==> src/rtl/mdm_ctl_pkg.sv <==
package mdm_ctl_pkg;
  localparam int CTL_W   = 8;
  localparam int PROT_LO = 5;
  localparam int B_DIV4  = 7;
  localparam int B_BANK  = 6;
  localparam int B_RESUM = 5;
  localparam int B_LOOP  = 4;
  localparam int B_IRQ   = 3;
  localparam int B_FRDY  = 2;
  localparam int B_REQ   = 1;
  localparam int B_TERM  = 0;

  typedef struct packed {
    logic carrier;
    logic ring;
    logic set_rdy;
    logic clr_send;
  } mstat_t;
endpackage

==> src/rtl/mdm_ctl_reg.sv <==
module mdm_ctl_reg #(
  parameter int W       = 8,
  parameter int PROT_LO = 5
) (
  input  logic         clk_i,
  input  logic         rst_ni,
  input  logic         wr_en_i,
  input  logic         unlock_i,
  input  logic [W-1:0] wr_data_i,
  output logic [W-1:0] ctl_q_o
);
  for (genvar i = 0; i < W; i++) begin : g_bit
    logic we;
    if (i >= PROT_LO) begin : g_prot
      assign we = wr_en_i & unlock_i;
    end else begin : g_open
      assign we = wr_en_i;
    end
    always_ff @(posedge clk_i or negedge rst_ni) begin
      if (!rst_ni)  ctl_q_o[i] <= 1'b0;
      else if (we)  ctl_q_o[i] <= wr_data_i[i];
    end
  end

  p_lock_hold_r3: assert property (@(posedge clk_i) disable iff (!rst_ni)
    (wr_en_i && !unlock_i) |=> ctl_q_o[W-1:PROT_LO] == $past(ctl_q_o[W-1:PROT_LO]));
  p_low_write_r2: assert property (@(posedge clk_i) disable iff (!rst_ni)
    wr_en_i |=> ctl_q_o[PROT_LO-1:0] == $past(wr_data_i[PROT_LO-1:0]));
  p_idle_hold_r2: assert property (@(posedge clk_i) disable iff (!rst_ni)
    !wr_en_i |=> $stable(ctl_q_o));
endmodule

==> src/rtl/mdm_loop_route.sv <==
module mdm_loop_route
  import mdm_ctl_pkg::*;
(
  input  logic       loop_en_i,
  input  logic [3:0] ctl_lo_i,
  input  mstat_t     pins_n_i,
  input  logic       tx_ser_i,
  input  logic       rx_ser_i,
  output mstat_t     stat_o,
  output logic       tx_ser_o,
  output logic       rx_ser_o
);
  mstat_t loop_stat;

  // fixed cross-map: irq->carrier, frdy->ring, term->set_rdy, req->clr_send
  always_comb begin
    loop_stat.carrier  = ctl_lo_i[B_IRQ];
    loop_stat.ring     = ctl_lo_i[B_FRDY];
    loop_stat.set_rdy  = ctl_lo_i[B_TERM];
    loop_stat.clr_send = ctl_lo_i[B_REQ];
  end

  assign stat_o   = loop_en_i ? loop_stat : ~pins_n_i;
  assign tx_ser_o = loop_en_i | tx_ser_i;
  assign rx_ser_o = loop_en_i ? tx_ser_i : rx_ser_i;
endmodule

==> src/rtl/mdm_pin_drive.sv <==
module mdm_pin_drive (
  input  logic loop_en_i,
  input  logic req_i,
  input  logic term_i,
  input  logic irq_i,
  input  logic auto_en_i,
  input  logic auto_ni,
  output logic req_no,
  output logic term_no,
  output logic gp_no,
  output logic irq_oe_o
);
  logic req_n_int;

  assign req_n_int = auto_en_i ? auto_ni : ~req_i;
  assign req_no    = loop_en_i | req_n_int;
  assign term_no   = loop_en_i | ~term_i;
  assign gp_no     = loop_en_i | ~irq_i;
  assign irq_oe_o  = irq_i;
endmodule

==> src/rtl/mdm_ctl_unit.sv <==
module mdm_ctl_unit
  import mdm_ctl_pkg::*;
(
  input  logic       clk_i,
  input  logic       rst_ni,
  input  logic       wr_en_i,
  input  logic [7:0] wr_data_i,
  input  logic       unlock_i,
  input  logic       auto_req_en_i,
  input  logic       auto_req_ni,
  input  logic       clr_send_ni,
  input  logic       set_rdy_ni,
  input  logic       ring_ni,
  input  logic       carrier_ni,
  input  logic       tx_ser_i,
  input  logic       rx_ser_i,
  output logic       tx_ser_o,
  output logic       rx_ser_o,
  output logic       req_to_send_no,
  output logic       term_rdy_no,
  output logic       gp_out_no,
  output logic       irq_oe_o,
  output logic       clk_div4_o,
  output logic       aux_bank_en_o,
  output logic       any_resume_en_o,
  output logic       fifo_rdy_en_o,
  output logic       loop_en_o,
  output logic [3:0] modem_stat_o
);
  logic [CTL_W-1:0] ctl_q;
  mstat_t           pins_n, stat;

  mdm_ctl_reg #(.W(CTL_W), .PROT_LO(PROT_LO)) u_reg (
    .clk_i     (clk_i),
    .rst_ni    (rst_ni),
    .wr_en_i   (wr_en_i),
    .unlock_i  (unlock_i),
    .wr_data_i (wr_data_i),
    .ctl_q_o   (ctl_q)
  );

  assign pins_n = '{carrier: carrier_ni, ring: ring_ni, set_rdy: set_rdy_ni, clr_send: clr_send_ni};

  mdm_loop_route u_route (
    .loop_en_i (ctl_q[B_LOOP]),
    .ctl_lo_i  (ctl_q[3:0]),
    .pins_n_i  (pins_n),
    .tx_ser_i  (tx_ser_i),
    .rx_ser_i  (rx_ser_i),
    .stat_o    (stat),
    .tx_ser_o  (tx_ser_o),
    .rx_ser_o  (rx_ser_o)
  );

  mdm_pin_drive u_drive (
    .loop_en_i (ctl_q[B_LOOP]),
    .req_i     (ctl_q[B_REQ]),
    .term_i    (ctl_q[B_TERM]),
    .irq_i     (ctl_q[B_IRQ]),
    .auto_en_i (auto_req_en_i),
    .auto_ni   (auto_req_ni),
    .req_no    (req_to_send_no),
    .term_no   (term_rdy_no),
    .gp_no     (gp_out_no),
    .irq_oe_o  (irq_oe_o)
  );

  assign clk_div4_o      = ctl_q[B_DIV4];
  assign aux_bank_en_o   = ctl_q[B_BANK];
  assign any_resume_en_o = ctl_q[B_RESUM];
  assign fifo_rdy_en_o   = ctl_q[B_FRDY];
  assign loop_en_o       = ctl_q[B_LOOP];
  assign modem_stat_o    = stat;

  p_loop_pins_r11: assert property (@(posedge clk_i) disable iff (!rst_ni)
    loop_en_o |-> (req_to_send_no && term_rdy_no && gp_out_no));
  p_loop_serial_r9: assert property (@(posedge clk_i) disable iff (!rst_ni)
    loop_en_o |-> (tx_ser_o && (rx_ser_o == tx_ser_i)));
  p_loop_map_r10: assert property (@(posedge clk_i) disable iff (!rst_ni)
    loop_en_o |-> modem_stat_o == {ctl_q[B_IRQ], ctl_q[B_FRDY], ctl_q[B_TERM], ctl_q[B_REQ]});
  p_irq_gp_r8: assert property (@(posedge clk_i) disable iff (!rst_ni)
    !loop_en_o |-> (gp_out_no != irq_oe_o));
endmodule

==> config.mk <==
export PLATFORM = sky130hd
export DESIGN_NAME = mdm_ctl_unit
export DESIGN_NICKNAME = d
export VERILOG_FILES = /design/src/rtl/mdm_ctl_pkg.sv /design/src/rtl/mdm_ctl_reg.sv /design/src/rtl/mdm_loop_route.sv /design/src/rtl/mdm_pin_drive.sv /design/src/rtl/mdm_ctl_unit.sv
export SDC_FILE = /design/constraint.sdc
export NUM_CORES = 1
export LEC_CHECK = 0
export BUFFER_PORTS_ARGS = -buffer_cell sky130_fd_sc_hd__buf_4
export CORE_AREA = 4 4 41 43
export CTS_BUF_LIST = sky130_fd_sc_hd__clkbuf_8
export DETAILED_ROUTE_END_ITERATION = 16
export DIE_AREA = 0 0 45 47
export PLACE_DENSITY = 0.75
export REMOVE_ABC_BUFFERS = 1
export SYNTH_ARGS = -nofsm -noshare
export SYNTH_HDL_FRONTEND = slang
export SYNTH_SLANG_ARGS = --single-unit
==> constraint.sdc <==
create_clock -name clk_i -period 1.2 [get_ports clk_i]
set_input_delay 0 -clock clk_i [delete_from_list [all_inputs] [get_ports clk_i]]
set_output_delay 0 -clock clk_i [all_outputs]
set_load 0.005 [all_outputs]
### Yosys cells after proc, flatten, opt, wreduce, memory -nomap -nowiden

Index checks and enable logic that the tools add are counted.

* register bits: 8
* bits of input ports: 20
* output and inout port bits: 15

* multiplexer cells: 3
* bitwise gates (word level): 9

Operators with widths (count)
* two-way mux 4 bit: 1
* NOT 4 bit: 1
* bitwise OR 1 bit: 4
* NOT 1 bit: 3
* two-way mux 1 bit: 2
* AND 1 bit: 1

### Logic depth before layout (Yosys ltp)

* word-level depth: 3
* depth in mapped cells: 3
* depth with buffers taken out: 2

### By module

Synthesis repeated with hierarchy kept, for this count alone.

* cell total of the unflattened synthesis: 34
* area, all modules: 424.2 um2

Modules (own cells, without submodules)
* mdm_ctl_reg: times used 1, cells an instance 18, area an instance 324.1 um2, sequential area each 200.2 um2
* mdm_loop_route: times used 1, cells an instance 11, area an instance 67.6 um2, sequential area each 0.0 um2
* mdm_pin_drive: times used 1, cells an instance 5, area an instance 32.5 um2, sequential area each 0.0 um2

### Worst setup path before layout

Ideal clock, no wire load.

* kind: reg-to-reg
* start: reg, netlist name u_reg.ctl_q_o[4]
* end: reg u_reg.ctl_q_o[4]
* arrival: 0.808 ns
* data required time: 1.075 ns
* slack: 0.267 ns
* cell stages (with the launch flop): 3
* period minus slack after synthesis: 0.933 ns
* cells stage by stage: dfrtp_1 -> buf_2 -> mux2_2

RTL lines
* end signal, assigned by index: line mdm_ctl_reg.sv:21 `else if (we) ctl_q_o[i] <= wr_data_i[i];`
* end, declared: line mdm_ctl_reg.sv:10 `output logic [W-1:0] ctl_q_o`

### Final worst setup path

* start: reg u_reg.ctl_q_o[4]
* end: out rx_ser_o

* longest elaborated chain between the ends: 1

RTL lines
* two-way mux 1 bit: line mdm_loop_route.sv:25 `assign rx_ser_o = loop_en_i ? tx_ser_i : rx_ser_i;`
* end, declared: line mdm_ctl_unit.sv:18 `output logic rx_ser_o,`

No other way between the ends.

==> impl_metrics.ini <==
[finish]
biggestRegsByFlops = u_reg.ctl_q_o x8
antenna_cells_inserted = 0
layout.cells.most_common = buf_4
layout.nets = 98
largest_reg_flops = 8
fin_util_pct = 58.6
mostFrequentLayoutCells = 35 x buf_4, 7 x dfrtp_1, 4 x nand2_1, 4 x o21ai_0, 4 x dlygate4sd3_1
area.growth.synth_to_final_pct = 84.0
max_flop_register = u_reg.ctl_q_o
share_of_final_layout_standard_cells_stronger_than_drive_strength_1_pct = 61.8
layout.cells.non_filler = 91

[power_and_ir_drop]
post-layout-total-power_uw = 888
worst_supply_voltage_drop_on_vdd_mv = 0.698
total_leakage_power_uw = 0.000403
power_density_mw_per_mm2 = 1160

[yosys]
syn_warnings = 0
synth.cell_area_um2 = 414
seq_area_frac_synth_pct = 48.3
synthesis.instances = 36
mapped_avg_cell_area_um2 = 11.5
yosysUniqueCellTypes = 14
ys_seq_elements = 8

[placed_design]
place.detailed.hpwl_um = 845
globalplace.congestion = 0.613
place.port_buffers = 34
place.detailed.instances = 84

[timing]
relSlewSlack_pct = 90.4
hold_violations = 0
finalCriticalPeriod_ps = 1160
final_min_period_over_clock_period_pct = 97.0
setup_viol = 0
finalSetupTns_ps = 0
max_freq_mhz = 859
report.final.slew_viol_count = 0
rsz_0062_raised_after_global_routing = yes
tightestPinTransition_ps = 140
layout_skew_ps = 0

[clock_tree]
cts_num_sinks = 8
cts_tree = yes
clock_tree.htree_level_count = 1
cts-buffers-inserted = 3
clkLatencyLatePin_ps = 220
postCtsSetupRepairBufs = 0
ctsRootBufferMaster = clkbuf_8
cts.path.max_buffers = 2
clk_transition_reported_paths_ps = 40

[drt]
viasPerCell = 4.48
drt_first_iter_violations = 2
wl_per_cell_um = 11.4
drcViolationCount = 0
routed_vias = 408
drt-total-wl_um = 1040
route.antenna.remaining_nets = 0
dr.pass1.iters = 2

[global_route]
overall_global_routing_usage_pct = 10.8
antenna_found_initial = 0
pin_count_of_the_biggest_net_entering_global_routing = 11
first_pass_grt_wire_length_um = 1610
first_global_vias = 402
globalRoute.totalOverflow = 0

[critical_path]
worst-path-max-fanout = 10
setup.worst_path.class = reg -> out
timing.critical_path.slowest_stage_cell = dfrtp_2
cp_data_required_time_ps = 1200
crit_path_start = u_reg.ctl_q_o[4]
r2r-start = u_reg.ctl_q_o[4]
critPathArrivalTime_ps = 1160
cpPeakStageDelay_ps = 450
path_cells = mux2_2 -> buf_4
crit_path_start_kind = register
cp-end-kind = primary output

[floorplan]
core_mm2 = 0.00130
floorplan.io_pins = 35
die_height_um = 47
die_area_mm2 = 0.00212
die-width_um = 45
initial_core_util_pct = 31.8
fp-row-count = 13

[run_status]
outcome = completed

[worst_hold_path]
hold_class = in -> reg
holdCritStartpoint = wr_data_i[6]

[job]
drv_cap = 0
[power by group]
part           switching (uW)  internal [uW]
Clock                    99.4            217
Combinational            74.3            169
Sequential               25.5            303
[worst max-delay path: cells and delay by family, from the launching register on]
family | cells | cell delay, ps
buf+inv | 1 | 130
flops | 1 | 450
mux | 1 | 360
[kinds of logic after synthesis]
family / share of synthesized area [%]
multiplexers: 26.3
AO/OA/AOI/OAI: 6.95
AND/OR/NAND/NOR: 11.8
flip-flops: 48.3
buffers and inverters: 6.64
[layout make-up]
type / count / area [um^2]
sequential: 8 / 201
fill: 117 / 539
tap: 15 / 18.8
multi-input combinational: 23 / 186
clock buffer: 3 / 41.3
timing repair buffer: 39 / 303
inverter: 3 / 11.3
[layer usage]
metal / wire (um) / global-route usage [%] / vias to the layer above
met4: 0 / 3.51 / 0
met1: 377 / 11.9 / 184
met5: 0 / 0 / -
met2: 523 / 19.5 / 25
met3: 138 / 3.45 / 0
li1: - / - / 199
[metrics by stage]
stage               setup WS [ps]  area, um^2  hold WS, ps
floorplan                     311         398         -296
global placement              195         679         -179
detailed placement            180         679         -175
CTS                          19.6         762         3.14
global route                -27.4         762         10.2
finish                       35.9         762         4.47
[worst paths after layout]
path | to | slack [ps] | cells after the start
max reg2reg | u_reg.ctl_q_o[4] | 340 | 1
min reg2reg | u_reg.ctl_q_o[7] | 520 | 1
max in group asynchronous | u_reg.ctl_q_o[4] | 920 | 2
min in group asynchronous | u_reg.ctl_q_o[6] | 140 | 2
min | u_reg.ctl_q_o[6] | 4 | 2
max | rx_ser_o | 40 | 2
[synth_stat cells]
library cell / instances / area (um^2)
mux2_2: 3 / 33.8
o21ai_0: 4 / 20.0
or2_2: 1 / 6.26
nor2_1: 1 / 3.75
mux2i_1: 3 / 30.0
mux2_4: 3 / 45.0
buf_2: 1 / 5.00
buf_6: 1 / 11.3
dfrtp_1: 8 / 200
a211o_1: 1 / 8.76
nand2_4: 1 / 11.3
nand2_1: 4 / 15.0
nand2b_1: 2 / 12.5
inv_1: 3 / 11.3
[timing repair]
item,in CTS,in global routing
hold endpoints to repair,11,0
endpoints found under the setup margin,2,2
gates resized for setup,1,0
cloned,0,0
hold buffers,4,0
Note: power is estimated with default switching activity, not from simulation.
